### src/rtl/irq_two_level_ctrl.sv
module irq_two_level_ctrl #(
  parameter int NPERIPH   = 17,
  parameter int NSRC      = 8,
  parameter int FIRST_EXC = 16,
  parameter int EXC_W     = $clog2(FIRST_EXC + NPERIPH),
  parameter int AW        = $clog2(2 + 2 * NPERIPH)
) (
  input  logic                    clk,
  input  logic                    rst_n,
  input  logic [NPERIPH*NSRC-1:0] src_pulse,
  input  logic                    wr_en,
  input  logic [AW-1:0]           wr_addr,
  input  logic [31:0]             wr_data,
  input  logic [AW-1:0]           rd_addr,
  output logic [31:0]             rd_data,
  output logic                    irq_valid,
  output logic [EXC_W-1:0]        irq_num,
  output logic [31:0]             irq_vec_addr,
  input  logic                    irq_ack
);
  localparam int NBITS    = NPERIPH * NSRC;
  localparam int A_BASE   = 0;
  localparam int A_EN     = 1;
  localparam int A_MASK0  = 2;
  localparam int A_CLR0   = 2 + NPERIPH;

  logic [NBITS-1:0]   flag_q, mask_q, clr_vec;
  logic [NPERIPH-1:0] en_q, top_req;
  logic [31:0]        base_q;
  logic               win_any;
  logic [EXC_W-1:0]   win_num;

  for (genvar p = 0; p < NPERIPH; p++) begin : g_per
    assign clr_vec[p*NSRC +: NSRC] =
      (wr_en && wr_addr == AW'(A_CLR0 + p)) ? wr_data[NSRC-1:0] : '0;
    assign top_req[p] = en_q[p] & |(flag_q[p*NSRC +: NSRC] & mask_q[p*NSRC +: NSRC]);
  end

  always_ff @(posedge clk) begin
    if (!rst_n) begin
      flag_q <= '0;
      mask_q <= '0;
      en_q   <= '0;
      base_q <= '0;
    end else begin
      flag_q <= (flag_q & ~clr_vec) | src_pulse;
      if (wr_en) begin
        if (wr_addr == AW'(A_BASE)) base_q <= {wr_data[31:7], 7'b0};
        if (wr_addr == AW'(A_EN))   en_q   <= wr_data[NPERIPH-1:0];
        for (int p = 0; p < NPERIPH; p++)
          if (wr_addr == AW'(A_MASK0 + p)) mask_q[p*NSRC +: NSRC] <= wr_data[NSRC-1:0];
      end
    end
  end

  always_comb begin
    win_any = 1'b0;
    win_num = '0;
    for (int p = NPERIPH - 1; p >= 0; p--)
      if (top_req[p]) begin
        win_any = 1'b1;
        win_num = EXC_W'(FIRST_EXC + p);
      end
  end

  always_ff @(posedge clk) begin
    if (!rst_n) begin
      irq_valid <= 1'b0;
      irq_num   <= '0;
    end else if (!irq_valid || irq_ack) begin
      irq_valid <= win_any;
      irq_num   <= win_num;
    end
  end

  assign irq_vec_addr = base_q + (32'(irq_num) << 2);

  always_comb begin
    rd_data = '0;
    if (rd_addr == AW'(A_BASE)) rd_data = base_q;
    if (rd_addr == AW'(A_EN))   rd_data[NPERIPH-1:0] = en_q;
    for (int p = 0; p < NPERIPH; p++) begin
      if (rd_addr == AW'(A_MASK0 + p)) rd_data[NSRC-1:0] = mask_q[p*NSRC +: NSRC];
      if (rd_addr == AW'(A_CLR0 + p))  rd_data[NSRC-1:0] = flag_q[p*NSRC +: NSRC];
    end
  end


  flag_set_chk: assert property (@(posedge clk) disable iff (!rst_n)
    ($past(src_pulse) & ~flag_q) == '0);

  flag_hold_chk: assert property (@(posedge clk) disable iff (!rst_n)
    ($past(flag_q) & ~$past(clr_vec) & ~flag_q) == '0);

  hold_chk: assert property (@(posedge clk) disable iff (!rst_n)
    (irq_valid && !irq_ack) |=> (irq_valid && $stable(irq_num)));

  rearb_chk: assert property (@(posedge clk) disable iff (!rst_n)
    (!irq_valid || irq_ack) |=> (irq_valid == $past(|top_req)));

  idle_num_chk: assert property (@(posedge clk) disable iff (!rst_n)
    !irq_valid |-> (irq_num == '0 && irq_vec_addr == base_q));

  base_align_chk: assert property (@(posedge clk) disable iff (!rst_n)
    base_q[6:0] == 7'b0);
endmodule

### config.mk
export PLATFORM = sky130hd
export DESIGN_NAME = irq_two_level_ctrl
export DESIGN_NICKNAME = d
export VERILOG_FILES = /design/src/rtl/irq_two_level_ctrl.sv
export SDC_FILE = /design/constraint.sdc
export NUM_CORES = 1
export LEC_CHECK = 0
export BUFFER_PORTS_ARGS = -buffer_cell sky130_fd_sc_hd__buf_4
export CAP_MARGIN = 0
export CORE_UTILIZATION = 28
export DETAILED_ROUTE_END_ITERATION = 10
export HOLD_SLACK_MARGIN = 0.08
export SLEW_MARGIN = 10
export SYNTH_ARGS = -nofsm -noshare
export SYNTH_HDL_FRONTEND = slang
export SYNTH_SLANG_ARGS = --single-unit
### constraint.sdc
create_clock -name clk -period 2.65 [get_ports clk]
set_clock_uncertainty 0.1 [all_clocks]
set_input_delay 0.3975 -clock clk [delete_from_list [all_inputs] [get_ports clk]]
set_output_delay 0.3975 -clock clk [all_outputs]
set_load 0.01 [all_outputs]
==> results of run 1 <==
-- flip-flops by register name, summed over array words and instances (netlist names) --
register   count
irq_valid      1
base_q        25
flag_q       136
en_q          17
irq_num        6
mask_q       136
-- timing repair --
item,4_1_cts,5_1_grt
hold buffers,161,0
cloned,3,1
gates resized for setup,180,50
buffers inserted,29,17
setup endpoints to repair,20,19
pin swaps,68,39
hold endpoints to repair,173,0
-- worst max-delay path, stage by stage --
cell      delay (ns)
buf_12          0.13
buf_8           0.12
or4_4           0.47
buf_12          0.16
o22ai_4         0.12
a221oi_2        0.05
or4_4           0.50
a41oi_2         0.17
a211oi_2        0.07
a21o_1          0.19
a21oi_2         0.19
buf_4           0.15
-- cell type report --
cell class | count | area share [%]
Clock inverter | 11 | 0.585
Inverter | 10 | 0.185
Timing Repair Buffer | 709 | 25.3
Multi-Input combinational cell | 1519 | 39.0
Tap cell | 748 | 3.84
Sequential cell | 321 | 26.4
Clock buffer | 54 | 4.70
-- worst max-delay path by stage --
stage | cells after the start | start | slack, ns | endpoint
3_3_place_gp | 13 | rd_addr[4] | -0.93 | rd_data[1]
5_1_grt | 13 | rd_addr[4] | -0.61 | rd_data[2]
6_report | 12 | rd_addr[4] | -0.57 | rd_data[6]
3_5_place_dp | 13 | rd_addr[4] | -1.01 | rd_data[1]
4_1_cts | 13 | rd_addr[4] | -0.62 | rd_data[1]
2_1_floorplan | 9 | rd_addr[2] | -0.13 | rd_data[6]
-- Yosys cell counts, types with 11 or more instances --
cell type  instances  area [sq um]
a21oi_1          201          1010
a221oi_1          11          96.3
a22o_1            23           201
a22oi_1           83           623
and3_1            24           150
buf_1             20          75.1
buf_2             17          85.1
clkbuf_1          74           278
dfxtp_1          321          6430
mux2i_1          136          1360
nand2_1          322          1210
nand3_1           60           300
nand4_1           29           181
nor2_1           354          1330
nor2b_1           11          68.8
nor3_1            23           115
o21ai_0           21           105
o221ai_1          16           140
o22ai_1           24           150
xnor2_1           15           131
-- placed cells by master (no fill, tap or decap), types with 11 or more instances in the layout --
cell type      instances
a22o_1                23
nand4_1               29
o22ai_1               20
xnor2_1               11
buf_12                16
o21ai_0               17
dfxtp_1              309
and3_1                23
buf_6                 28
a21oi_1              194
dlygate4sd3_1        161
clkbuf_16             42
a22oi_1               81
nor2_4                17
nand3_1               50
nor3_1                17
o221ai_1              11
mux2i_1              136
buf_4                495
dfxtp_2               11
nand2_1              311
nor2_1               334
-- routing by layer --
metal	share of wire (%)	track usage [%]
met1	44	33.9
met2	46	41.9
met3	6.9	4.26
met4	3.1	8.57
met5	0.029	0
-- kinds of logic (layout without fill, tap and decap cells) --
logic type,Yosys count,after routing,share of synthesized area (%)
simple gates,891,891,25.2
compound gates,464,464,19.7
flops,321,321,41.1
mux,137,137,8.79
buf+inv,134,784,3.77
xor+xnor,23,23,1.29
fa+ha+maj,2,2,0.160
other cells,1,2,0.0240
-- per-stage QoR --
stage | hold slack (ns) | std cells | power (uW) | area, sq um | util, %
5_1_grt | 0.174 | 3372 | 12500 | 24400 | 44.3
3_3_place_gp | 0.363 | 3107 | 6430 | 20100 | 36.4
4_1_cts | 0.135 | 3361 | 12200 | 24100 | 43.7
6_report | 0.160 | 3372 | 12100 | 24400 | 44.3
3_5_place_dp | 0.366 | 3107 | 6450 | 20100 | 36.4
2_1_floorplan | 0.349 | 1974 | 5690 | 15700 | -
-- power groups by stage --
stage / clock network, uW / registers (uW) / logic [uW]
finish: 5450 / 5200 / 1480
global route: 5710 / 5210 / 1570
CTS: 5520 / 5190 / 1440
detailed placement: 0 / 5290 / 1150
global placement: 0 / 5290 / 1140
floorplan: 0 / 5190 / 505
==> flow_summary_export.csv, run 1 <==
group,metric,value,unit
run_status,outcome,"finished, violations left",
run_status,violations_in_the_final_reports,"setup timing",
yosys,synth_sequential_area_ratio,41.1,%
worst_hold_path,hold_path.startpoint,"irq_ack",
detailed_routing,route.antenna.remaining_nets,0,
critical_path,worst-path-max-fanout,7,
global_routing,grt_max_degree,96,
critical_path,r2r_start,"flag_q[99]$_SDFF_PN0_",
layout,sequential_cell_area,6440,sq um
detailed_routing,routed_wire_length,74600,microns
global_routing,overflow_left_after_global_routing,0,
worst_hold_path,whs_path_depth,5,
pwr,switching_share_of_total_power,25.5,%
clock_network,ctsLongestPathBuffers,3,
detailed_routing,num_vias,17900,
clock_network,cts_tree,"yes",
placed_design,gp_congestion,0.979,
layout,antenna_cells_inserted,0,
floorplan,die_width,238,microns
detailed_routing,vias_per_cell,5.31,
detailed_routing,route.detailed.drc,0,
floorplan,floorplan.rows,86,
yosys,synth_edf_count,0,
critical_path,crit_type,"in -> out",
yosys,postSynthRegisterBits,321,
yosys,ys_warn_count,0,
worst_hold_path,worstHoldPathType,"in -> reg",
critical_path,cp.arrival,2.72,ns
detailed_routing,drt_iter0_markers,1625,
yosys,post_synth_inst_count,1973,
pwr,total_leakage_power,0.0104,uW
yosys,post_synth_instance_area,15600,sq um
placed_design,setup_ws_pre_cts,-1.01,ns
floorplan,die-area,56700,sq um
sta,final_period_minus_worst_setup_slack,3.22,ns
layout,drive_above_1_share,29.3,%
pwr,combPwrFrac,12.2,%
global_routing,global_route_wire_length_before_repair,109000,microns
clock_network,clkSinkCount,321,
detailed_routing,drt_pass1_iterations,6,
pwr,pwr_density_cell,498,nW/um^2
yosys,synth.distinct_cells,83,
critical_path,cp-end-kind,"output pin",
sta,hold_violations,0,
pwr,p_switching,3090,uW
clock_network,clk_pin_slew_worst_paths,0.05,ns
critical_path,cp-start-kind,"input port",
worst_hold_path,hold_path_end,"irq_num[2]$_SDFFE_PN0P_",
pwr,seq_power_share,42.9,%
placed_design,port_buffers,252,
global_routing,global_route.usage.total,25.5,%
clock_network,clock_tree.htree_level_count,2,
clock_network,clock-root-buffer,"clkbuf_16",
yosys,synth_async_sr_flop_share,0,%
layout,final_nets,2785,
clock_network,cts-buffers-inserted,38,
yosys,ys.flop_type,"dfxtp_1",
detailed_routing,wl_per_cell,22.1,microns
floorplan,design.portCount,255,
pwr,peak_supply_drop,393,uV
placed_design,dp.final_hpwl,54300,microns
critical_path,worstRegToRegCells,8,
sta,worst_slew_margin_rel,42.9,%
clock_network,insertion_delay,0.57,ns
sta,post-route-period-util,122,%
global_routing,grt_pass1_vias,17600,
sta,slew_of_the_pin_with_the_lowest_slew_margin,0.845,ns
sta,report.final.setup_viol,18,
layout,flow.area_growth_from_synthesis,56.1,%
floorplan,initial_standard_cell_utilization_of_the_core,28.3,%
floorplan,die_h,238,microns
sta,maxClockFrequency,310,MHz
layout,n_fill_cell,5539,
sta,setup_repair_after_global_routing_missed_its_margin,"true",
sta,tns,-5.21,ns
critical_path,timing.critical_path.required,2.15,ns
critical_path,crit-reg2reg-capture,"irq_num[2]$_SDFFE_PN0P_",
global_routing,number_of_antenna_violations_at_the_first_check_in_global_routing,2,
run,drv_cap,0,
layout,area_occupied_by_multi_input_gates,9500,sq um
critical_path,r2r_slack,0.33,ns
sta,timing.final.max_slew_violations,0,
sta,finalWorstSetupSlack,-0.571,ns
pwr,clkPwrFrac,44.9,%
floorplan,core_region_area,55100,sq um
pwr,internal_power,9040,uW
yosys,postSynthAreaPerCell,7.92,sq um
(Power assumes the default switching activity.)
==> run 2, diff against run 1 <==
clock period = 3.8 ns   (was 2.65 ns; I/O delays follow)
==> flow_summary_export.csv, run 2 (same netlist as run 1, synthesis figures left out) <==
group,metric,value,unit
critical_path,timing.critical_path.required,3.13,ns
clock_network,cts-buffers-inserted,39,
layout,largest_registers,"flag_q (136), mask_q (136), base_q (25)",
placed_design,dp.final_hpwl,51600,microns
run_status,outcome,"finished clean",
layout,drive_above_1_share,20.5,%
global_routing,global_route.usage.met3,4.40,%
clock_network,cts_tree,"yes",
sta,slew_of_the_pin_with_the_lowest_slew_margin,1.01,ns
detailed_routing,route.detailed.drc,0,
pwr,pwr_density_cell,417,nW/um^2
global_routing,met1_usage,33.2,%
floorplan,floorplan.rows,86,
floorplan,die_width,238,microns
floorplan,die-area,56700,sq um
global_routing,number_of_antenna_violations_at_the_first_check_in_global_routing,0,
placed_design,port_buffers,252,
detailed_routing,vias_per_cell,5.43,
layout,flow.area_growth_from_synthesis,29.7,%
sta,report.final.setup_viol,0,
pwr,peak_supply_drop,241,uV
sta,worst_slew_margin_rel,31.7,%
layout,final_design_area_no_fill,20300,sq um
clock_network,clk_pin_slew_worst_paths,0.06,ns
critical_path,cp-end-kind,"output pin",
sta,post-route-period-util,99.1,%
critical_path,worst-path-max-fanout,16,
sta,fin_hold_ws,0.105,ns
worst_hold_path,worstHoldPathType,"in -> reg",
critical_path,cp-start-kind,"input port",
global_routing,grt_max_degree,113,
clock_network,insertion_delay,0.57,ns
clock_network,clock_tree.htree_level_count,2,
critical_path,cp.arrival,3.10,ns
detailed_routing,routed_wire_length,69600,microns
layout,final_nets,2430,
clock_network,clkSinkCount,321,
layout,most_common_library_cell_in_the_layout_ignoring_fill_and_taps,"nor2_1",
sta,maxClockFrequency,265,MHz
global_routing,grt_pass1_vias,15600,
floorplan,die_h,238,microns
layout,final_cell_mix,"nor2_1, buf_4, nand2_1",
detailed_routing,wl_per_cell,23.0,microns
placed_design,placed_area,18700,sq um
pwr,total_leakage_power,0.00841,uW
sta,setup_repair_after_global_routing_missed_its_margin,"true",
placed_design,gp_congestion,0.975,
floorplan,initial_standard_cell_utilization_of_the_core,28.3,%
global_routing,global_route.usage.total,24.0,%
sta,final_period_minus_worst_setup_slack,3.77,ns
detailed_routing,drt_pass1_iterations,7,
critical_path,crit_type,"in -> out",
placed_design,placedCellCount,2950,
detailed_routing,num_vias,16400,
detailed_routing,drt_iter0_markers,1912,
run,drv_cap,0,
layout,fin_cells,3023,
floorplan,design.portCount,255,
detailed_routing,route.antenna.remaining_nets,0,
layout,finalCoreUtilization,36.8,%
floorplan,core_region_area,55100,sq um
global_routing,globalRouteMet2Util,37.8,%
clock_network,cts_setup_buffers,0,
sta,timing.final.max_slew_violations,0,
global_routing,grt_busiest_layer,"met2",
clock_network,ctsLongestPathBuffers,3,
global_routing,overflow_left_after_global_routing,0,
global_routing,global_route_wire_length_before_repair,102000,microns
clock_network,clock-root-buffer,"clkbuf_16",
sta,hold_violations,0,
[run 2: final timing paths]
check	slack (ns)	startpoint	cells after the start	end
worst min-delay path	0.11	src_pulse[75]	3	flag_q[75]$_SDFF_PN0_
worst max register to register	1.19	flag_q[99]$_SDFF_PN0_	7	irq_num[2]$_SDFFE_PN0P_
worst min register to register	0.39	en_q[16]$_SDFFE_PN0P_	2	en_q[16]$_SDFFE_PN0P_
worst max-delay path	0.03	rd_addr[1]	11	rd_data[2]
[run 2: timing repair]
action                     4_1_cts  5_1_grt
resized for setup                2       19
hold buffers                     1        0
hold endpoints to repair         1        0
pin swaps                        0        1
setup endpoints to repair        2        9
[run 2: routing by layer]
layer,part of all wire (%),up-vias
li1,-,7589
met1,44,7908
met2,45,813
met3,8.6,115
met4,2.3,0
met5,0,-
[run 2: final cells by class]
| cell class | count | area (sq um) |
|---|---|---|
| Antenna cell | 3 | 7.51 |
| Clock buffer | 52 | 1120 |
| Clock inverter | 17 | 289 |
| Fill cell | 5802 | 34800 |
| Inverter | 10 | 45.0 |
| Multi-Input combinational cell | 1519 | 8710 |
| Sequential cell | 321 | 6430 |
| Tap cell | 748 | 936 |
| Timing Repair Buffer | 353 | 2730 |
[run 2: report_power, final]
group | switching (uW) | leakage [uW] | internal [uW]
Combinational | 421 | 0.00509 | 302
Clock | 1540 | 0.000688 | 2550
Sequential | 161 | 0.00263 | 3480
Total | 2120 | 0.00841 | 6330
[run 2: critical path, cell delays in order]
cell and delay, ns:
buf_4 0.18, nor4b_2 0.40, buf_12 0.19, nand2_1 0.22, o221a_1 0.33, a211oi_1 0.31
o311ai_2 0.16, a31oi_1 0.28, o211ai_1 0.14, buf_4 0.16, buf_4 0.14
[run 2: stage by stage]
| stage | worst slack [ns] | power (uW) | TNS (ns) |
|---|---|---|---|
| global placement | 0.0158 | 4400 | 0 |
| detailed placement | 0.00159 | 4410 | 0 |
| floorplan | 0.573 | 3960 | 0 |
| CTS | 0.0149 | 8500 | 0 |
| finish | 0.0328 | 8450 | 0 |
| global route | -0.0143 | 8710 | -0.0206 |
